`config.mk`:
```
export PLATFORM = sky130hd
export DESIGN_NAME = pin_event_unit
export DESIGN_NICKNAME = d
export VERILOG_FILES = /design/src/rtl/pin_event_pkg.sv /design/src/rtl/pin_sync_edge.sv /design/src/rtl/pin_chan_detect.sv /design/src/rtl/pin_pattern_combine.sv /design/src/rtl/pin_event_unit.sv
export SDC_FILE = /design/constraint.sdc
export NUM_CORES = 1
export LEC_CHECK = 0
export CORE_MARGIN = 10
export CORE_UTILIZATION = 43
export CTS_BUF_LIST = sky130_fd_sc_hd__clkbuf_8
export CTS_CLUSTER_SIZE = 24
export DETAILED_ROUTE_END_ITERATION = 6
export GPL_TIMING_DRIVEN = 1
export PLACE_DENSITY = 0.73
export SKIP_LAST_GASP = 1
export SLEW_MARGIN = 20
export SYNTH_ARGS = -nofsm -noshare
export SYNTH_HDL_FRONTEND = slang
export SYNTH_HIERARCHICAL = 1
export SYNTH_SLANG_ARGS = --single-unit
```
`constraint.sdc`:
```
create_clock -name clk -period 2.86 [get_ports clk]
set_input_delay 0.572 -clock clk [delete_from_list [all_inputs] [get_ports clk]]
set_output_delay 0.572 -clock clk [all_outputs]
set_load 0.02 [all_outputs]
```
`src/rtl/pin_event_pkg.sv`:
```
package pin_event_pkg;

    localparam int NUM_PINS    = 8;
    localparam int SYNC_STAGES = 2;
    localparam int KIND_W      = 3;

    typedef enum logic [KIND_W-1:0] {
        TRIG_RISE = 3'd0,
        TRIG_FALL = 3'd1,
        TRIG_BOTH = 3'd2,
        TRIG_HIGH = 3'd3,
        TRIG_LOW  = 3'd4
    } trig_kind_t;

    function automatic logic kind_is_edge(input trig_kind_t k);
        return (k == TRIG_RISE) || (k == TRIG_FALL) || (k == TRIG_BOTH);
    endfunction

    function automatic logic edge_hit(input trig_kind_t k, input logic rise, input logic fall);
        case (k)
            TRIG_RISE: return rise;
            TRIG_FALL: return fall;
            TRIG_BOTH: return rise | fall;
            default:   return 1'b0;
        endcase
    endfunction

    function automatic logic level_hit(input trig_kind_t k, input logic lvl);
        case (k)
            TRIG_HIGH: return lvl;
            TRIG_LOW:  return ~lvl;
            default:   return 1'b0;
        endcase
    endfunction

endpackage

```
`src/rtl/pin_sync_edge.sv`:
```
module pin_sync_edge #(
    parameter int WIDTH  = 8,
    parameter int STAGES = 2
) (
    input  logic             clk,
    input  logic             rst,
    input  logic [WIDTH-1:0] pins_async,
    output logic [WIDTH-1:0] lvl,
    output logic [WIDTH-1:0] rise,
    output logic [WIDTH-1:0] fall
);
    logic [WIDTH-1:0] chain [STAGES];
    logic [WIDTH-1:0] prev;

    always_ff @(posedge clk) begin
        if (rst) chain[0] <= '0;
        else     chain[0] <= pins_async;
    end

    for (genvar s = 1; s < STAGES; s++) begin : g_stage
        always_ff @(posedge clk) begin
            if (rst) chain[s] <= '0;
            else     chain[s] <= chain[s-1];
        end
    end

    always_ff @(posedge clk) begin
        if (rst) prev <= '0;
        else     prev <= chain[STAGES-1];
    end

    assign lvl  = chain[STAGES-1];
    assign rise = chain[STAGES-1] & ~prev;
    assign fall = ~chain[STAGES-1] & prev;

endmodule

```
`src/rtl/pin_chan_detect.sv`:
```
module pin_chan_detect
    import pin_event_pkg::*;
(
    input  logic       clk,
    input  logic       rst,
    input  logic       pattern_mode,
    input  logic       enable,
    input  trig_kind_t kind,
    input  logic       lvl,
    input  logic       rise,
    input  logic       fall,
    input  logic       clear,
    input  logic       match_now,
    output logic       irq,
    output logic       term
);
    logic edge_kind, edge_now, level_now, sticky;

    always_comb begin
        edge_kind = kind_is_edge(kind);
        edge_now  = edge_hit(kind, rise, fall);
        level_now = level_hit(kind, lvl);
        term      = edge_kind ? (sticky | edge_now) : level_now;
    end

    // independent-mode line: sticky flag for edges, live level otherwise
    always_ff @(posedge clk) begin
        if (rst)                        irq <= 1'b0;
        else if (pattern_mode || !enable) irq <= 1'b0;
        else if (edge_kind)             irq <= edge_now | (irq & ~clear);
        else                            irq <= level_now;
    end

    // pattern-mode edge memory, consumed by a match
    always_ff @(posedge clk) begin
        if (rst)                                      sticky <= 1'b0;
        else if (!pattern_mode || !enable || !edge_kind) sticky <= 1'b0;
        else                                          sticky <= (sticky | edge_now) & ~match_now;
    end

    assert_clear_edge_R8: assert property (@(posedge clk) disable iff (rst)
        (!pattern_mode && enable && edge_kind && clear && !rise && !fall) |=> !irq);

    assert_level_high_R6: assert property (@(posedge clk) disable iff (rst)
        (!pattern_mode && enable && kind == TRIG_HIGH) |=> (irq == $past(lvl)));

    assert_disabled_quiet_R9: assert property (@(posedge clk) disable iff (rst)
        (!enable || pattern_mode) |=> !irq);

endmodule

```
`src/rtl/pin_pattern_combine.sv`:
```
module pin_pattern_combine #(
    parameter int WIDTH = 8
) (
    input  logic             clk,
    input  logic             rst,
    input  logic             pattern_mode,
    input  logic [WIDTH-1:0] enable,
    input  logic [WIDTH-1:0] term,
    output logic             match_now,
    output logic             irq_match
);
    assign match_now = pattern_mode && (|enable) && (&(term | ~enable));

    always_ff @(posedge clk) begin
        if (rst) irq_match <= 1'b0;
        else     irq_match <= match_now;
    end

    assert_no_enable_R12: assert property (@(posedge clk) disable iff (rst)
        (enable == '0) |=> !irq_match);

endmodule

```
`src/rtl/pin_event_unit.sv`:
```
module pin_event_unit
    import pin_event_pkg::*;
#(
    parameter int N_CH = NUM_PINS
) (
    input  logic                clk,
    input  logic                rst,
    input  logic [N_CH-1:0]     pins_raw,
    input  logic                cfg_pattern_mode,
    input  logic [N_CH-1:0]     cfg_enable,
    input  logic [N_CH*KIND_W-1:0] cfg_kind,
    input  logic [N_CH-1:0]     clear_req,
    output logic [N_CH-1:0]     irq_chan,
    output logic                irq_match
);
    logic [N_CH-1:0] lvl, rise, fall, term;
    logic            match_now;

    pin_sync_edge #(.WIDTH(N_CH), .STAGES(SYNC_STAGES)) u_sync (
        .clk(clk), .rst(rst), .pins_async(pins_raw),
        .lvl(lvl), .rise(rise), .fall(fall)
    );

    for (genvar i = 0; i < N_CH; i++) begin : g_ch
        pin_chan_detect u_ch (
            .clk(clk), .rst(rst),
            .pattern_mode(cfg_pattern_mode),
            .enable(cfg_enable[i]),
            .kind(trig_kind_t'(cfg_kind[i*KIND_W +: KIND_W])),
            .lvl(lvl[i]), .rise(rise[i]), .fall(fall[i]),
            .clear(clear_req[i]),
            .match_now(match_now),
            .irq(irq_chan[i]),
            .term(term[i])
        );
    end

    pin_pattern_combine #(.WIDTH(N_CH)) u_pat (
        .clk(clk), .rst(rst),
        .pattern_mode(cfg_pattern_mode),
        .enable(cfg_enable), .term(term),
        .match_now(match_now), .irq_match(irq_match)
    );

    assert_indep_no_match_R12: assert property (@(posedge clk) disable iff (rst)
        !cfg_pattern_mode |=> !irq_match);

    assert_mode_exclusive_R10: assert property (@(posedge clk) disable iff (rst)
        irq_match |-> (irq_chan == '0));

endmodule

```
# == Yosys cells after proc, flatten, opt, wreduce, memory -nomap -nowiden ==
# Memories as Yosys holds them, arrays and structs flattened.
# Index checks and enable logic that the tools add are counted.
# classes
n_addsub,0
multipliers,0
n_div,0
magnitude_cmp,0
n_eq_ne,32
shift,0
n_mux,37
bitwise_logic,65
reduce_logical,85
# op_table
op,n
== test 3 x 2 -> 1 bit (second input constant),16
logical OR 1 bit,40
OR reduction 2 bit,16
OR 1 bit,26
== test 3 x 1 -> 1 bit (second input constant),8
== test 3 bit (second input constant),8
logical NOT 3 bit,8
NOT 8 bit,3
case mux 1 bit (3 select lines),8
2-to-1 mux 1 bit,19
logical NOT 1 bit,17
NOT 1 bit,17
AND 1 bit,16
AND 8 bit,2
2-to-1 mux 8 bit,2
case mux 1 bit (2 select lines),8
OR 8 bit,1
AND reduction 8 bit,1
OR reduction 8 bit,1
logical AND 1 bit,2
# word_totals
ff_bits,25
latch_bits,0
mem_bits_rw,16
romBits,0
output_inout_bits,9
n_memories,1
# memory_table
memory,words,word_bits,rd,rd_clocked_by_memory_dff,write_ports,line_no,source
u_sync.chain,2,8,2,0,2,pin_sync_edge.sv:12,logic [WIDTH-1:0] chain [STAGES];

# == Logic depth before layout (Yosys ltp) ==
# logic_depth
depth_word,11
ltp_mapped,10
mapped_depth_nobuf,10

# == Cells and area by module ==
# Netlist, hierarchy kept.
# modules_own_cells
module,n_inst,cells_per_inst,area_each_um2,seq_area_each_um2
pin_chan_detect,8,19,160.2,40.0
pin_sync_edge,1,66,793.3,480.5
pin_pattern_combine,1,19,118.9,20.0

# == Least setup slack after synthesis ==
# No wires, ideal clock.
# synth_path
path_type,input-to-reg
start,input port cfg_kind[10]
end,register g_ch[0].u_ch.sticky
setup_time_ns,0.116
t_arrival_ns,2.138
required_time_ns,2.744
slack_ns,0.606
cell_stages,9
path_buffers,0
cell_sequence,o21bai_1 > a221oi_1 > or3_1 > inv_1 > a222oi_1 > nand2_1 > nor3_1 > nand2b_1 > nor4b_1
# synth_between
elab_chain_len,9
word_cells_on_any_way,16
# synth_lines
item,line_no,source
"start, declared",pin_event_unit.sv:11,"input logic [N_CH*KIND_W-1:0] cfg_kind,"
== test 3 x 2 -> 1 bit (tied with other cells),"pin_event_pkg.sv:16, pin_event_pkg.sv:20",
case mux 1 bit (3 select lines) / logical OR 1 bit (equally long branches),"pin_event_pkg.sv:20, pin_event_pkg.sv:16",
OR 1 bit / logical OR 1 bit (equally long branches),"pin_chan_detect.sv:23, pin_event_pkg.sv:16",
2-to-1 mux 1 bit (*),pin_chan_detect.sv:23,term = edge_kind ? (sticky | edge_now) : level_now;
named net term[3],pin_event_unit.sv:16,"logic [N_CH-1:0] lvl, rise, fall, term;"
OR 8 bit (*),pin_pattern_combine.sv:12,assign match_now = pattern_mode && (|enable) && (&(term | ~enable));
AND reduction 8 bit (*),pin_pattern_combine.sv:12,
logical AND 1 bit (*),pin_pattern_combine.sv:12,
named net match_now,pin_event_unit.sv:17,logic match_now;
NOT 1 bit (*),pin_chan_detect.sv:38,else sticky <= (sticky | edge_now) & ~match_now;
AND 1 bit (*),pin_chan_detect.sv:38,
"end signal, assigned",pin_chan_detect.sv:38,
"end, declared",pin_chan_detect.sv:17,"logic edge_kind, edge_now, level_now, sticky;"
# Mark *: on every way through the listed nets, which the timed path passes. The rest lies on a longest branch.
# A chain may end at the register's enable or synchronous reset.

# == Worst setup path after layout ==
# layout_path
start,input port cfg_kind[10]
end,register g_ch[2].u_ch.sticky
# layout_between
elab_chain_len,9
word_cells_on_any_way,16
# layout_lines
item,line_no
== test 3 x 2 -> 1 bit (tied with other cells),"pin_event_pkg.sv:16, pin_event_pkg.sv:20"
case mux 1 bit (3 select lines) / logical OR 1 bit (equally long branches),"pin_event_pkg.sv:20, pin_event_pkg.sv:16"
OR 1 bit / logical OR 1 bit (equally long branches),"pin_chan_detect.sv:23, pin_event_pkg.sv:16"
2-to-1 mux 1 bit (*),pin_chan_detect.sv:23
named net term[3],pin_event_unit.sv:16
OR 8 bit (*),pin_pattern_combine.sv:12
AND reduction 8 bit (*),pin_pattern_combine.sv:12
logical AND 1 bit (*),pin_pattern_combine.sv:12
named net match_now,pin_event_unit.sv:17
NOT 1 bit (*),pin_chan_detect.sv:38
AND 1 bit (*),pin_chan_detect.sv:38
"end signal, assigned",pin_chan_detect.sv:38
"end, declared",pin_chan_detect.sv:17
# Marked as above.

==> results.sh <==
export IMPL_finalCritPeriodShare_pct=92.0
export IMPL_total_leakage_power_nw=1.17
export IMPL_final_area_sq_mm=0.00308
export IMPL_final_max_slew_viol_count=0
export IMPL_cts_tree="yes"
export IMPL_dr_first_iter_drc_count=45
export IMPL_die_area_sq_mm=0.00836
export IMPL_synth_distinct_cells=25
export IMPL_portBuffers=59
export IMPL_numCtsBuffers=5
export IMPL_place_congestion=0.814
export IMPL_dpl_hpwl_mm=4.11
export IMPL_rows=25
export IMPL_synth_xor_area_share_pct=0
export IMPL_ant_nets=0
export IMPL_met3_length_microns=264
export IMPL_start_kind="input port"
export IMPL_drt_met1_wl_mm=2.29
export IMPL_outcome="finished, final reports clean"
export IMPL_worstSkewPairLatency_ns=0.29
export IMPL_ctsHoldBuffers=0
export IMPL_h_tree_depth=2
export IMPL_synth_top_family_by_area="simple AND/OR/NAND/NOR gates"
export IMPL_slowest_delay_ns=0.48
export IMPL_tightest_slew_ns=0.884
export IMPL_power_frac_clock_pct=37.4
export IMPL_required_ns=3.01
export IMPL_ios=60
export IMPL_slowest_stage="clkdlybuf4s50_1"
export IMPL_critPathTopFamily="compound AO/OA/AOI/OAI gates"
export IMPL_cts_sinks=41
export IMPL_preCtsSetupSlack_ns=-0.0690
export IMPL_grt_overflow=0
export IMPL_period_minus_slack_ns=2.63
export IMPL_clock_root_buffer="clkbuf_8"
export IMPL_synthCells=237
export IMPL_synthMuxAreaShare_pct=4.11
export IMPL_rsz0062_at_grt="false"
export IMPL_grt_first_pass_wirelength_mm=9.06
export IMPL_synth_top_area_share_pct=37.4
export IMPL_path_clk_slew_ns=0.08
export IMPL_antennaDiodeCount=0
export IMPL_wl_met2_mm=2.61
export IMPL_grt_pass1_vias=2012
export IMPL_clockBufferDepth=2
export IMPL_cp_end_kind="flop"
export IMPL_routed_wl_mm=5.24
export IMPL_synth_fp_nets=288
export IMPL_routedWlPerCell_microns=13.6
export IMPL_fin_skew_ns=0.00352
export IMPL_worst_path_max_fanout=5
export IMPL_swShare_pct=23.0
export IMPL_cp_arrival_ns=2.78
export IMPL_setup_ws_ns=0.229
export IMPL_p_sw_mw=0.295
export IMPL_yosys_area_share_simple_pct=34.4
export IMPL_path_buf_inv=3
export IMPL_pwr_share_comb_pct=16.3
export IMPL_synth_compound_area_share_pct=20.5
export IMPL_synth_area_leader_cell="dfxtp_1"
export IMPL_setup_viol=0
export IMPL_die_w_microns=91.4
export IMPL_vias=2010
export IMPL_hold_violations=0
export IMPL_top_layer="met4"
export IMPL_drtPass1Iterations=4
export IMPL_ys_warnings_count=6
export IMPL_fmax_ghz=0.380
export IMPL_power_internal_mw=0.989
export IMPL_drv_cap=0
export IMPL_synthAdderAreaFrac_pct=0
export IMPL_avgSynthCellArea_sq_um=9.25
export IMPL_relSlewSlack_pct=41.1
export IMPL_hold_class="flop to flop"
export IMPL_initial_core_util_pct=45.2
export IMPL_grt_usage_pct=12.8
export IMPL_post_dp_cell_area_sq_mm=0.00296
export IMPL_grt_max_degree=39
export IMPL_crit_type="input port to flop"
export IMPL_drc=0
export IMPL_coreArea_sq_mm=0.00485
export IMPL_seq_power_share_pct=46.2
export IMPL_vdd_drop_max_mv=0.220
export IMPL_fp_dieH_microns=91.4
export IMPL_antenna_found_initial=0
export IMPL_synth_ff_latch_count=41
export IMPL_syn2layout_area_growth_pct=40.5
export IMPL_nNetsFinal=368
export IMPL_via_per_inst=5.22
export IMPL_ys_seq_area_share_pct=37.4
export IMPL_syn_area_sq_mm=0.00219
export IMPL_drive_gt1_share_pct=15.1
export IMPL_crit_chain="clkdlybuf4s50_1, o21bai_1, a221oi_1, or3_1, inv_1, a222oi_1, nand2_1, nor3_2, buf_4, nand2b_1, nor4b_1"
export IMPL_cellPowerDensity_mw_per_mm2=417
export IMPL_synth_area_leaders="dfxtp_1 (37%), nor2b_1 (6.6%), nor4b_1 (6.4%), nor2b_2 (5.6%), a2111oi_2 (5.5%)"
export IMPL_whs_ns=0.438
-- repair_timing --
| action | in CTS | in global routing |
|---|---|---|
| endpoints found under the setup margin | 0 | 8 |
| setup buffers | 0 | 0 |
| gates resized for setup | 0 | 2 |
-- power groups by stage --
| stage | Combinational, mW | Clock, mW | Sequential [mW] |
|---|---|---|---|
| 2_1_floorplan | 0.0813 | 0 | 0.608 |
| 3_3_place_gp | 0.206 | 0 | 0.607 |
| 3_5_place_dp | 0.209 | 0 | 0.608 |
| 4_1_cts | 0.210 | 0.494 | 0.594 |
| 5_1_grt | 0.231 | 0.523 | 0.597 |
| 6_report | 0.210 | 0.481 | 0.594 |
-- worst paths after layout --
| kind | startpoint | endpoint | slack (ns) | cells past startpoint |
|---|---|---|---|---|
| setup / recovery | cfg_kind[10] | g_ch[2].u_ch/sticky | 0.23 | 11 |
| hold / removal | u_sync/chain[0][7] | u_sync/chain[1][7] | 0.44 | 1 |
| setup reg to reg | u_sync/chain[1][3] | g_ch[2].u_ch/sticky | 0.48 | 11 |
| hold reg to reg | u_sync/chain[0][7] | u_sync/chain[1][7] | 0.44 | 1 |
-- layout make-up --
cell class                      instances  area [sq um]
Inverter                               15          56.3
Clock buffer                            6          82.6
Sequential cell                        41           821
Tap cell                               67          83.8
Multi-Input combinational cell        179          1300
Timing Repair Buffer                   75           706
Clock inverter                          2          33.8
Fill cell                             447          1770
-- state kept, by name, summed over array words and instances (netlist names) --
signal and flops:
g_ch.u_ch/irq 8, g_ch.u_ch/sticky 8, u_pat/irq_match 1, u_sync/chain 16
u_sync/prev 8
-- cell usage in the layout (no fill, tap or decap), drive strengths merged, types with 9 or more instances in the layout --
cell type / synthesis / final
nor2: 24 / 24
nor4b: 16 / 16
nor2b: 37 / 37
clkdlybuf4s50: 0 / 58
nand2b: 16 / 16
o21ai: 9 / 9
dfxtp: 41 / 41
buf: 2 / 17
inv: 15 / 16
-- cells in the mapped netlist --
cell type / n
a2111oi_2: 8
a21oi_1: 1
a221o_1: 8
a221oi_1: 8
a222oi_1: 1
and2b_1: 4
buf_6: 2
dfxtp_1: 41
inv_1: 15
mux2_1: 8
nand2_1: 2
nand2b_1: 16
nand3_1: 8
nor2_1: 24
nor2b_1: 23
nor2b_2: 14
nor3_1: 1
nor4_1: 2
nor4_2: 1
nor4b_1: 16
o21ai_0: 9
o21bai_1: 8
o221ai_1: 1
o22ai_1: 8
or3_1: 8
-- metrics by stage --
stage          util (%)  cells  setup TNS (ns)  total power, mW
6_report           63.6    385               0             1.28
5_1_grt            63.6    385               0             1.35
2_1_floorplan         -    237               0            0.689
3_5_place_dp       61.1    377          -0.492            0.817
4_1_cts            63.5    385               0             1.30
3_3_place_gp       61.1    377          -0.236            0.813
-- worst register-to-register path: cells and delay by family (launching register included) --
family,cells,cell delay (ns)
simple gates,6,0.94
flops,1,0.34
buf+inv,2,0.19
compound gates,3,0.77
-- cells by family after synthesis --
family / count (synthesis)
compound gates: 52
buf+inv: 17
flops: 41
mux: 8
simple gates: 119
-- layer usage --
layer | vias to the layer above | track usage, %
li1 | 1040 | -
met1 | 917 | 14.4
met2 | 46 | 22.2
met3 | 7 | 4.03
met4 | 0 | 4.70
met5 | - | 0
(Power assumes the default switching activity.)
